## src/rtl/uart_pkg.sv

```systemverilog
package uart_pkg;

  localparam int FRAME_W = 12;

  typedef enum logic [2:0] {
    RX_IDLE, RX_START, RX_DATA, RX_PAR, RX_STOP, RX_WAIT
  } rx_state_e;

  function automatic logic [3:0] data_bits(input logic [1:0] m);
    case (m)
      2'b00:   return 4'd7;
      2'b01:   return 4'd8;
      default: return 4'd9;
    endcase
  endfunction

  function automatic logic [8:0] mask_data(input logic [8:0] d, input logic [1:0] m);
    case (m)
      2'b00:   return {2'b00, d[6:0]};
      2'b01:   return {1'b0, d[7:0]};
      default: return d;
    endcase
  endfunction

  // parity bit that makes the ones count even (ev=1) or odd (ev=0)
  function automatic logic par_calc(input logic [8:0] d, input logic ev);
    return ev ? (^d) : ~(^d);
  endfunction

  function automatic logic [15:0] rate_div(input logic [2:0] sel, input int scale);
    int base;
    if (sel == 3'd7) base = 96;
    else             base = 13 << sel;
    return 16'(base * scale);
  endfunction

  function automatic logic [FRAME_W-1:0] frame_bits(input logic [8:0] d, input logic [1:0] m,
                                                     input logic pe, input logic ev);
    logic [FRAME_W-1:0] f;
    logic [8:0] dm;
    logic [3:0] nb;
    nb = data_bits(m);
    dm = mask_data(d, m);
    f = '1;
    f[0] = 1'b0;
    for (int i = 0; i < 9; i++) begin
      if (4'(i) < nb) f[i+1] = dm[i];
    end
    if (pe) f[nb+4'd1] = par_calc(dm, ev);
    return f;
  endfunction

  function automatic logic [3:0] frame_len(input logic [1:0] m, input logic pe);
    return data_bits(m) + 4'd2 + {3'b000, pe};
  endfunction

endpackage

```

## src/rtl/uart_baud.sv

```systemverilog
module uart_baud #(
  parameter int SCALE = 1
) (
  input  logic       clk,
  input  logic       rst_n,
  input  logic [2:0] rate_sel,
  input  logic       ext_tick,
  output logic       os_tick
);
  import uart_pkg::*;

  localparam int CW = 16;

  logic [CW-1:0] cnt;
  logic [CW-1:0] lim;

  assign lim = rate_div(rate_sel, SCALE) - 16'd1;

  always_ff @(posedge clk or negedge rst_n) begin
    if (!rst_n)          cnt <= '0;
    else if (cnt >= lim) cnt <= '0;
    else                 cnt <= cnt + 1'b1;
  end

  assign os_tick = (rate_sel == 3'd6) ? ext_tick : (cnt == lim);

  // an internally divided tick never lasts two cycles
  a_r3_tick_single: assert property (@(posedge clk) disable iff (!rst_n)
    (os_tick && rate_sel != 3'd6 && $stable(rate_sel)) |=> !os_tick);

endmodule

```

## src/rtl/uart_tx.sv

```systemverilog
module uart_tx (
  input  logic       clk,
  input  logic       rst_n,
  input  logic       tick,
  input  logic       en,
  input  logic [1:0] mode,
  input  logic       par_en,
  input  logic       par_even,
  input  logic       pend,
  input  logic [8:0] data9,
  output logic       take,
  output logic       busy,
  output logic       line
);
  import uart_pkg::*;

  logic [FRAME_W-1:0] sh;
  logic [3:0]         left;
  logic [3:0]         tcnt;

  assign take = pend && en && !busy && (mode != 2'b11);

  always_ff @(posedge clk or negedge rst_n) begin
    if (!rst_n) begin
      sh   <= '1;
      left <= '0;
      tcnt <= '0;
      busy <= 1'b0;
    end else if (take) begin
      sh   <= frame_bits(data9, mode, par_en, par_even);
      left <= frame_len(mode, par_en);
      tcnt <= '0;
      busy <= 1'b1;
    end else if (busy && tick) begin
      if (tcnt == 4'd15) begin
        tcnt <= '0;
        sh   <= {1'b1, sh[FRAME_W-1:1]};
        left <= left - 1'b1;
        if (left == 4'd1) busy <= 1'b0;
      end else begin
        tcnt <= tcnt + 1'b1;
      end
    end
  end

  assign line = busy ? sh[0] : 1'b1;

  // with the reserved length code an idle shifter stays idle
  a_r2_reserved_idle: assert property (@(posedge clk) disable iff (!rst_n)
    (mode == 2'b11 && !busy) |=> !busy);

endmodule

```

## src/rtl/uart_rx.sv

```systemverilog
module uart_rx (
  input  logic       clk,
  input  logic       rst_n,
  input  logic       tick,
  input  logic       en,
  input  logic [1:0] mode,
  input  logic       par_en,
  input  logic       par_even,
  input  logic       ln,
  output logic       done,
  output logic [8:0] data9,
  output logic       perr,
  output logic       ferr
);
  import uart_pkg::*;

  rx_state_e  st;
  logic [3:0] cnt;
  logic [3:0] idx;
  logic [8:0] sh;
  logic       pbit;
  logic [3:0] nb;
  logic [8:0] got;

  assign nb = data_bits(mode);

  always_comb begin
    case (mode)
      2'b00:   got = {2'b00, sh[8:2]};
      2'b01:   got = {1'b0, sh[8:1]};
      default: got = sh;
    endcase
  end

  always_ff @(posedge clk or negedge rst_n) begin
    if (!rst_n) begin
      st <= RX_IDLE; cnt <= '0; idx <= '0; sh <= '0; pbit <= 1'b0;
      done <= 1'b0; data9 <= '0; perr <= 1'b0; ferr <= 1'b0;
    end else begin
      done <= 1'b0;
      if (!en || mode == 2'b11) begin
        st <= RX_IDLE;
      end else begin
        case (st)
          RX_IDLE: if (!ln) begin st <= RX_START; cnt <= '0; end
          RX_START: if (tick) begin
            if (cnt == 4'd7) begin
              cnt <= '0; idx <= '0;
              st  <= ln ? RX_IDLE : RX_DATA;
            end else cnt <= cnt + 1'b1;
          end
          RX_DATA: if (tick) begin
            if (cnt == 4'd15) begin
              cnt <= '0;
              sh  <= {ln, sh[8:1]};
              idx <= idx + 1'b1;
              if (idx == nb - 4'd1) st <= par_en ? RX_PAR : RX_STOP;
            end else cnt <= cnt + 1'b1;
          end
          RX_PAR: if (tick) begin
            if (cnt == 4'd15) begin
              cnt <= '0; pbit <= ln; st <= RX_STOP;
            end else cnt <= cnt + 1'b1;
          end
          RX_STOP: if (tick) begin
            if (cnt == 4'd15) begin
              cnt   <= '0;
              done  <= 1'b1;
              data9 <= got;
              ferr  <= !ln;
              perr  <= par_en && (pbit != par_calc(got, par_even));
              st    <= ln ? RX_IDLE : RX_WAIT;
            end else cnt <= cnt + 1'b1;
          end
          RX_WAIT: if (ln) st <= RX_IDLE;
          default: st <= RX_IDLE;
        endcase
      end
    end
  end

  // a completion is reported in one cycle only
  a_r8_done_pulse: assert property (@(posedge clk) disable iff (!rst_n)
    done |=> !done);

endmodule

```

## src/rtl/uart_core.sv

```systemverilog
module uart_core #(
  parameter int SCALE = 1
) (
  input  logic       clk,
  input  logic       rst_n,
  input  logic [1:0] mode,
  input  logic [2:0] rate_sel,
  input  logic       ext_tick,
  input  logic       par_en,
  input  logic       par_even,
  input  logic       inv_en,
  input  logic       tx_en,
  input  logic       rx_en,
  input  logic       tx_wr,
  input  logic [7:0] tx_data,
  input  logic       tx_bit8,
  input  logic       stat_rd,
  input  logic [2:0] err_clr,
  output logic       txd,
  input  logic       rxd,
  output logic       tx_empty,
  output logic       rx_full,
  output logic [7:0] rx_data,
  output logic       rx_bit8,
  output logic       err_parity,
  output logic       err_overrun,
  output logic       err_frame
);

  logic       os_tick;
  logic [8:0] tx_buf;
  logic       tx_pend, tx_take, tx_busy, tx_line;
  logic       tx_en_q, rx_en_q;
  logic       rx_meta, rx_sync;
  logic       rx_done, rx_perr, rx_ferr;
  logic [8:0] rx_word, rx_buf;

  uart_baud #(.SCALE(SCALE)) u_baud (
    .clk(clk), .rst_n(rst_n), .rate_sel(rate_sel), .ext_tick(ext_tick), .os_tick(os_tick)
  );

  uart_tx u_tx (
    .clk(clk), .rst_n(rst_n), .tick(os_tick), .en(tx_en), .mode(mode),
    .par_en(par_en), .par_even(par_even), .pend(tx_pend), .data9(tx_buf),
    .take(tx_take), .busy(tx_busy), .line(tx_line)
  );

  uart_rx u_rx (
    .clk(clk), .rst_n(rst_n), .tick(os_tick), .en(rx_en), .mode(mode),
    .par_en(par_en), .par_even(par_even), .ln(rx_sync ^ inv_en),
    .done(rx_done), .data9(rx_word), .perr(rx_perr), .ferr(rx_ferr)
  );

  assign txd = tx_line ^ inv_en;

  always_ff @(posedge clk or negedge rst_n) begin
    if (!rst_n) begin
      tx_buf <= '0; tx_pend <= 1'b0; tx_empty <= 1'b1;
      tx_en_q <= 1'b0; rx_en_q <= 1'b0;
      rx_meta <= 1'b1; rx_sync <= 1'b1;
    end else begin
      tx_en_q <= tx_en;
      rx_en_q <= rx_en;
      rx_meta <= rxd;
      rx_sync <= rx_meta;
      if (tx_wr) begin
        tx_buf   <= {tx_bit8, tx_data};
        tx_pend  <= 1'b1;
        tx_empty <= 1'b0;
      end else if (tx_take) begin
        tx_pend  <= 1'b0;
        tx_empty <= 1'b1;
      end else if (tx_en && !tx_en_q) begin
        tx_empty <= 1'b0;
      end
    end
  end

  always_ff @(posedge clk or negedge rst_n) begin
    if (!rst_n) begin
      rx_buf <= '0; rx_full <= 1'b0;
      err_parity <= 1'b0; err_overrun <= 1'b0; err_frame <= 1'b0;
    end else begin
      if (rx_done) begin
        if (!rx_full || stat_rd) begin
          rx_buf  <= rx_word;
          rx_full <= 1'b1;
        end
      end else if (stat_rd || (rx_en && !rx_en_q)) begin
        rx_full <= 1'b0;
      end
      if (rx_done && rx_ferr)                     err_frame <= 1'b1;
      else if (err_clr[0])                        err_frame <= 1'b0;
      if (rx_done && rx_full && !stat_rd)         err_overrun <= 1'b1;
      else if (err_clr[1])                        err_overrun <= 1'b0;
      if (rx_done && rx_perr)                     err_parity <= 1'b1;
      else if (err_clr[2])                        err_parity <= 1'b0;
    end
  end

  assign rx_data = rx_buf[7:0];
  assign rx_bit8 = rx_buf[8];

  // a write always leaves the buffer marked occupied
  a_r6_wr_clears_empty: assert property (@(posedge clk) disable iff (!rst_n)
    tx_wr |=> !tx_empty);

  // a read with no completion empties the receive buffer
  a_r7_read_clears: assert property (@(posedge clk) disable iff (!rst_n)
    (stat_rd && !rx_done) |=> !rx_full);

  // an unread buffer survives a new completion
  a_r9_overrun_keeps: assert property (@(posedge clk) disable iff (!rst_n)
    (rx_done && rx_full && !stat_rd) |=> (err_overrun && rx_full && $stable(rx_buf)));

  // error flags only drop on their clear bit
  a_r10_frame_sticky: assert property (@(posedge clk) disable iff (!rst_n)
    (err_frame && !err_clr[0]) |=> err_frame);
  a_r10_parity_sticky: assert property (@(posedge clk) disable iff (!rst_n)
    (err_parity && !err_clr[2]) |=> err_parity);

endmodule

```

## config.mk

```make
export PLATFORM = sky130hd
export DESIGN_NAME = uart_core
export DESIGN_NICKNAME = d
export VERILOG_FILES = /design/src/rtl/uart_pkg.sv /design/src/rtl/uart_baud.sv /design/src/rtl/uart_tx.sv /design/src/rtl/uart_rx.sv /design/src/rtl/uart_core.sv
export SDC_FILE = /design/constraint.sdc
export NUM_CORES = 1
export LEC_CHECK = 0
export ABC_AREA = 0
export BUFFER_PORTS_ARGS = -buffer_cell sky130_fd_sc_hd__buf_2
export CAP_MARGIN = 10
export CORE_ASPECT_RATIO = 0.6
export CORE_UTILIZATION = 33
export DETAILED_ROUTE_END_ITERATION = 6
export GPL_TIMING_DRIVEN = 0
export RECOVER_POWER = 50
export SYNTH_ARGS = -nofsm -noshare
export SYNTH_HDL_FRONTEND = slang
export SYNTH_SLANG_ARGS = --single-unit
```

## constraint.sdc

```tcl
create_clock -name clk -period 6.36 [get_ports clk]
set_clock_uncertainty 0.15 [all_clocks]
set_input_delay 0.636 -clock clk [delete_from_list [all_inputs] [get_ports clk]]
set_output_delay 0.636 -clock clk [all_outputs]
set_load 0.03 [all_outputs]
```

Word-level counts from Yosys, hierarchy flattened
Cells that the tools add are included.
Widths: inputs -> output; s select.
{"block": "op_classes", "add_sub_neg": 10, "reduce_logical": 48, "n_bitwise": 5, "n_lt_le_gt_ge": 12, "n_mux": 91, "n_shift": 1, "eq_ne": 35}
{"op": "$mux 4", "count": 16}
{"op": "$mux 12", "count": 4}
{"op": "$mux 1", "count": 45}
{"op": "$mux 3", "count": 14}
{"op": "$pmux 9 s2", "count": 2}
{"op": "$mux 16", "count": 2}
{"op": "$ne 3x1->1 const B", "count": 6}
{"op": "$pmux 3 s6", "count": 1}
{"op": "$reduce_bool 2->1", "count": 9}
{"op": "$reduce_xor 9->1", "count": 2}
{"op": "$add 16x1->16 const B", "count": 1}
{"op": "$add 4x1->4 const B", "count": 4}
{"op": "$eq 16x16->1", "count": 1}
{"op": "$ge 16x16->1", "count": 1}
{"op": "$lt 3x4->1 const A", "count": 4}
{"op": "$pmux 4 s2", "count": 2}
{"op": "$shl 4x3->16 const A", "count": 1}
{"op": "$sub 16x1->16 const B", "count": 1}
{"op": "$bwmux 12", "count": 1}
{"op": "$eq 3x3->1 const B", "count": 4}
{"op": "$logic_and 1x1->1", "count": 12}
{"op": "$ne 3x2->1 const B", "count": 4}
{"op": "$pmux 4 s3", "count": 1}
{"op": "$reduce_and 4->1", "count": 3}
{"op": "other kinds (36)", "count": 61}
{"block": "totals", "output_inout_bits": 15, "reg_bits": 98}

Logic depth before layout (Yosys ltp)
{"block": "depth", "ltp_word": 12, "depth_mapped": 16, "ltp_nobuf": 15}

Hierarchy
From an unflattened synthesis, not the netlist that was laid out.
{"block": "hier_totals", "hier_cells": 528, "area_unflattened_um2": 5552.8}
{"module": "uart_rx", "cells_each": 205, "instances": 1, "area_each_um2": 1946.9}
{"module": "uart_tx", "cells_each": 134, "instances": 1, "area_each_um2": 1367.6}
{"module": "uart_baud", "cells_each": 121, "instances": 1, "area_each_um2": 1159.9}
{"module": "uart_core", "cells_each": 68, "instances": 1, "area_each_um2": 1078.5}

Least setup slack after synthesis
Ideal clock, no wire load.
{"block": "synth_timing", "kind": "input-to-reg", "from": "in rate_sel[2]", "to": "reg u_rx.cnt[2]", "setup_ns": 0.122, "n_path_buf": 1, "setup_slack_ns": 2.649, "t_arrival_ns": 3.439, "path_stages": 14, "required_ns": 6.088, "cell_sequence": "clkbuf_1 -> inv_1 -> a22oi_1 -> nand3_1 -> nor3_1 -> a21oi_1 -> ha_1 -> nand2_1 -> or3_4 -> o21ai_4 -> o21ai_0 -> a21oi_4 -> o21ai_0 -> a32o_1"}
{"block": "synth_via", "elab_chain_len": 7, "word_cells_on_any_way": 10}
{"element": "start, declared", "line": "uart_core.sv:7", "rtl": "input logic [2:0] rate_sel,"}
{"element": "$shl 4x3->16 / $eq 3x3->1 (equally long branches)", "line": "uart_pkg.sv:33, uart_pkg.sv:32"}
{"element": "$mux 16", "line": "uart_pkg.sv:32", "rtl": "if (sel == 3'd7) base = 96;"}
{"element": "$sub 16x1->16", "line": "uart_baud.sv:17", "rtl": "assign lim = rate_div(rate_sel, SCALE) - 16'd1;"}
{"element": "$eq 16x16->1", "line": "uart_baud.sv:25", "rtl": "assign os_tick = (rate_sel == 3'd6) ? ext_tick : (cnt == lim);"}
{"element": "$mux 1 (*)", "line": "uart_baud.sv:25"}
{"element": "$ne 2x1->1 (no line) / $ne 2x2->1 (equally long branches)"}
{"element": "$reduce_and 5->1 (no line) (*)"}
{"element": "end signal, assigned", "line": "uart_rx.sv:50", "rtl": "end else cnt <= cnt + 1'b1;"}
{"element": "end signal, assigned", "line": "uart_rx.sv:58", "rtl": "end else cnt <= cnt + 1'b1;"}
{"element": "end signal, assigned", "line": "uart_rx.sv:63", "rtl": "end else cnt <= cnt + 1'b1;"}
{"element": "end, declared", "line": "uart_rx.sv:18", "rtl": "logic [3:0] cnt;"}
Mark *: on every way between the ends. The rest lies on a longest branch, timed or not.
A chain may end at the register's enable or synchronous reset.

Worst setup path in the final report
{"block": "layout_timing", "from": "in rate_sel[0]", "to": "reg u_rx.data9[4]"}
{"block": "layout_via", "elab_chain_len": 6, "word_cells_on_any_way": 8}
{"element": "$shl 4x3->16 / $eq 3x3->1 (equally long branches)", "line": "uart_pkg.sv:33, uart_pkg.sv:32"}
{"element": "$mux 16", "line": "uart_pkg.sv:32"}
{"element": "$sub 16x1->16", "line": "uart_baud.sv:17"}
{"element": "$eq 16x16->1", "line": "uart_baud.sv:25"}
{"element": "$mux 1 (*)", "line": "uart_baud.sv:25"}
{"element": "$reduce_and 4->1 (no line) (*)"}
{"element": "end signal, assigned", "line": "uart_rx.sv:69", "rtl": "data9 <= got;"}
{"element": "end, declared", "line": "uart_rx.sv:11", "rtl": "output logic [8:0] data9,"}
Marked as above.

==> run metrics <==
Setup crit start kind input pin; DRC 0; final wirelength 11400 µm; vias in the first global route 3757; Critical Path End Type flip-flop; register area share after synthesis 0.472; die area 0.0164 mm²; Initial Util 0.340; Yosys top cell by area dfrtp_1; top cell type's share of synthesized area 0.397; Crit path arrival time 4.17 ns; maximum vdd drop 136 µV; WS Path Type input pin to flip-flop; setup tns final 0 ns; total iterations of the first detailed-routing run 5; crit path max fanout 10; final slew viol count 0; Hold WC Path Type flip-flop to flip-flop; asr flop ratio synth 1.00; share of layout cells above drive strength 1 0.208; power density over the cells 282 mW/mm²; Max Cap Viol 1; Mapped Cells 521; #FFs+latches synth 98; clock buffer depth 2; placer congestion estimate 0.824; initial antenna violation count 0; worst-margin pin slew 1.50 ns; overall power 1.72 mW; period utilisation layout 0.646; DR iter-0 viols 381; FP Rows 35; vias per cell 4.93; Fin. Hold Viols 0; largest net degree at the start of global routing 74; main area contributors after synthesis dfrtp_1 (40%), mux2_2 (7.7%), dfstp_2 (7.5%), ha_1 (6.5%), nand2_1 (5.1%); post-CTS setup repair buffer count 0; clock tree root driver cell clkbuf_16; failing checks max-capacitance violations; P_leak 2.73 nW; Ports 43; commonest non-fill, non-tap cell in the layout dfrtp_1; mapped cell area 0.00523 mm²; vias after detailed routing 3877; quantity of I/O buffers inserted on ports 41; Layout area overhead 16.2%; first-pass GRT wire length 19100 µm; Routed Antenna Nets 0; slew margin rel. 0.00127; post-CTS sizing 0; EDFF count, synth 0; Hold Buf Count CTS 0; Worst-path clk slew 0.07 ns; most frequent cells in the layout dfrtp_1 (83), nand2_1 (71), buf_2 (41); GRT overflow 0; Worst EP required 6.42 ns; Yosys cell types 53; Setup violations, final 0; status complete, but fails checks; max frequency 244 MHz; dpl hpwl 8430 µm; minimum clock period 4.11 ns; CTS HTree Levels 3; # fillers 1507; area of the core 0.0154 mm²; antenna cells 0; Synth Flop Type dfrtp_1; CTS buffer count 9; CTS tree done; Warnings, synthesis 0; layout net count 633; Die W 165 µm; RSZ-0062 raised after global routing false; clk sinks 98; Syn Area/Cell 10.0 µm²; DR WL/cell 14.5 µm; Total GRT Usage 0.148; Die Y-Extent 99.6 µm; Worst-Skew Late Latency 0.34 ns
## critical path, cell delays in order
cell and delay, ns:
buf_2 0.15, inv_1 0.09, ha_1 0.34, a22oi_1 0.40, nand3_1 0.20, nor3_1 0.26, a21oi_1 0.08, ha_1 0.32
nand4_1 0.11, or3_4 0.36, o21ai_4 0.29, and2_1 0.24, nand3_1 0.18, clkbuf_1 0.29, nand2_1 0.13, o21ai_0 0.08
## power by group
group          leakage [nW]  switching, mW  internal [mW]
Combinational          1.30          0.185          0.125
Clock                 0.169          0.235          0.396
Sequential             1.26         0.0548          0.722
## flip-flops by register name (all words and copies together), names as in the netlist, 4 cells and up
signal	count
u_rx.sh	9
u_tx.tcnt	4
u_rx.cnt	4
rx_buf	9
u_rx.idx	4
tx_buf	9
u_rx.data9	9
u_tx.left	4
u_baud.cnt	16
u_tx.sh	12
## cells in the mapped netlist (3+ instances only)
library cell / instances
dfrtp_1: 83
nor2_1: 30
nand2_1: 71
mux2_2: 36
nand3_1: 16
o21ai_0: 38
nand2b_1: 5
clkbuf_1: 14
xor2_1: 15
nor4_1: 3
nand4_1: 6
mux2i_1: 3
o211ai_1: 3
a31oi_1: 8
xnor2_1: 27
buf_2: 3
and3_1: 4
nor2b_1: 8
a22oi_1: 7
ha_1: 27
nor3_1: 16
o22ai_1: 4
dfstp_2: 15
inv_1: 18
a21oi_1: 21
and2_1: 3
or2_2: 3
a211oi_1: 4
## final timing paths
kind / start / end / slack (ns) / depth (start not counted)
max: rate_sel[0] / u_rx.data9[4] / 2.25 / 16
min: rx_meta / rx_sync / 0.21 / 0
max reg2reg: u_baud.cnt[0] / u_rx.data9[4] / 3.52 / 10
min reg2reg: rx_meta / rx_sync / 0.21 / 0
max in group asynchronous: rst_n / rx_sync / 4.51 / 2
min in group asynchronous: rst_n / u_rx.sh[3] / 0.50 / 1
## metal layers
layer  vias up  track usage  share of wire
li1       1924            -              -
met2        70        0.213           0.42
met3        12       0.0321          0.040
met4         0       0.0438          0.011
met1      1871        0.220           0.53
met5         -            0              0
## per-stage QoR
stage	instance area, µm²	hold WS [ns]	util	std cells	worst slack (ns)
5_1_grt	6080	0.210	0.395	786	1.91
3_5_place_dp	5740	0.197	0.372	770	1.90
4_1_cts	6090	0.0653	0.395	786	2.26
2_1_floorplan	5250	0.190	-	525	2.65
3_3_place_gp	5710	0.198	0.370	769	2.00
6_report	6080	0.207	0.395	786	2.25
## final cells by class
type / instances / area [µm²] / area share
Multi-Input combinational cell: 389 / 2620 / 0.431
Timing Repair Buffer: 42 / 229 / 0.0376
Clock buffer: 10 / 239 / 0.0393
Clock inverter: 6 / 111 / 0.0183
Buffer: 20 / 90.1 / 0.0148
Inverter: 18 / 67.6 / 0.0111
Sequential cell: 98 / 2470 / 0.406
Tap cell: 203 / 254 / 0.0418
## cells by family (layout without fill, tap and decap cells)
logic type / count (synthesis) / in the layout / synth area share
simple gates: 173 / 173 / 0.154
compound gates: 102 / 102 / 0.121
flops: 98 / 98 / 0.472
xor+xnor: 43 / 43 / 0.0746
mux: 39 / 39 / 0.0832
buf+inv: 38 / 96 / 0.0301
fa+ha+maj: 27 / 27 / 0.0645
other cells: 1 / 5 / 0.000717
(Power assumes the default switching activity.)
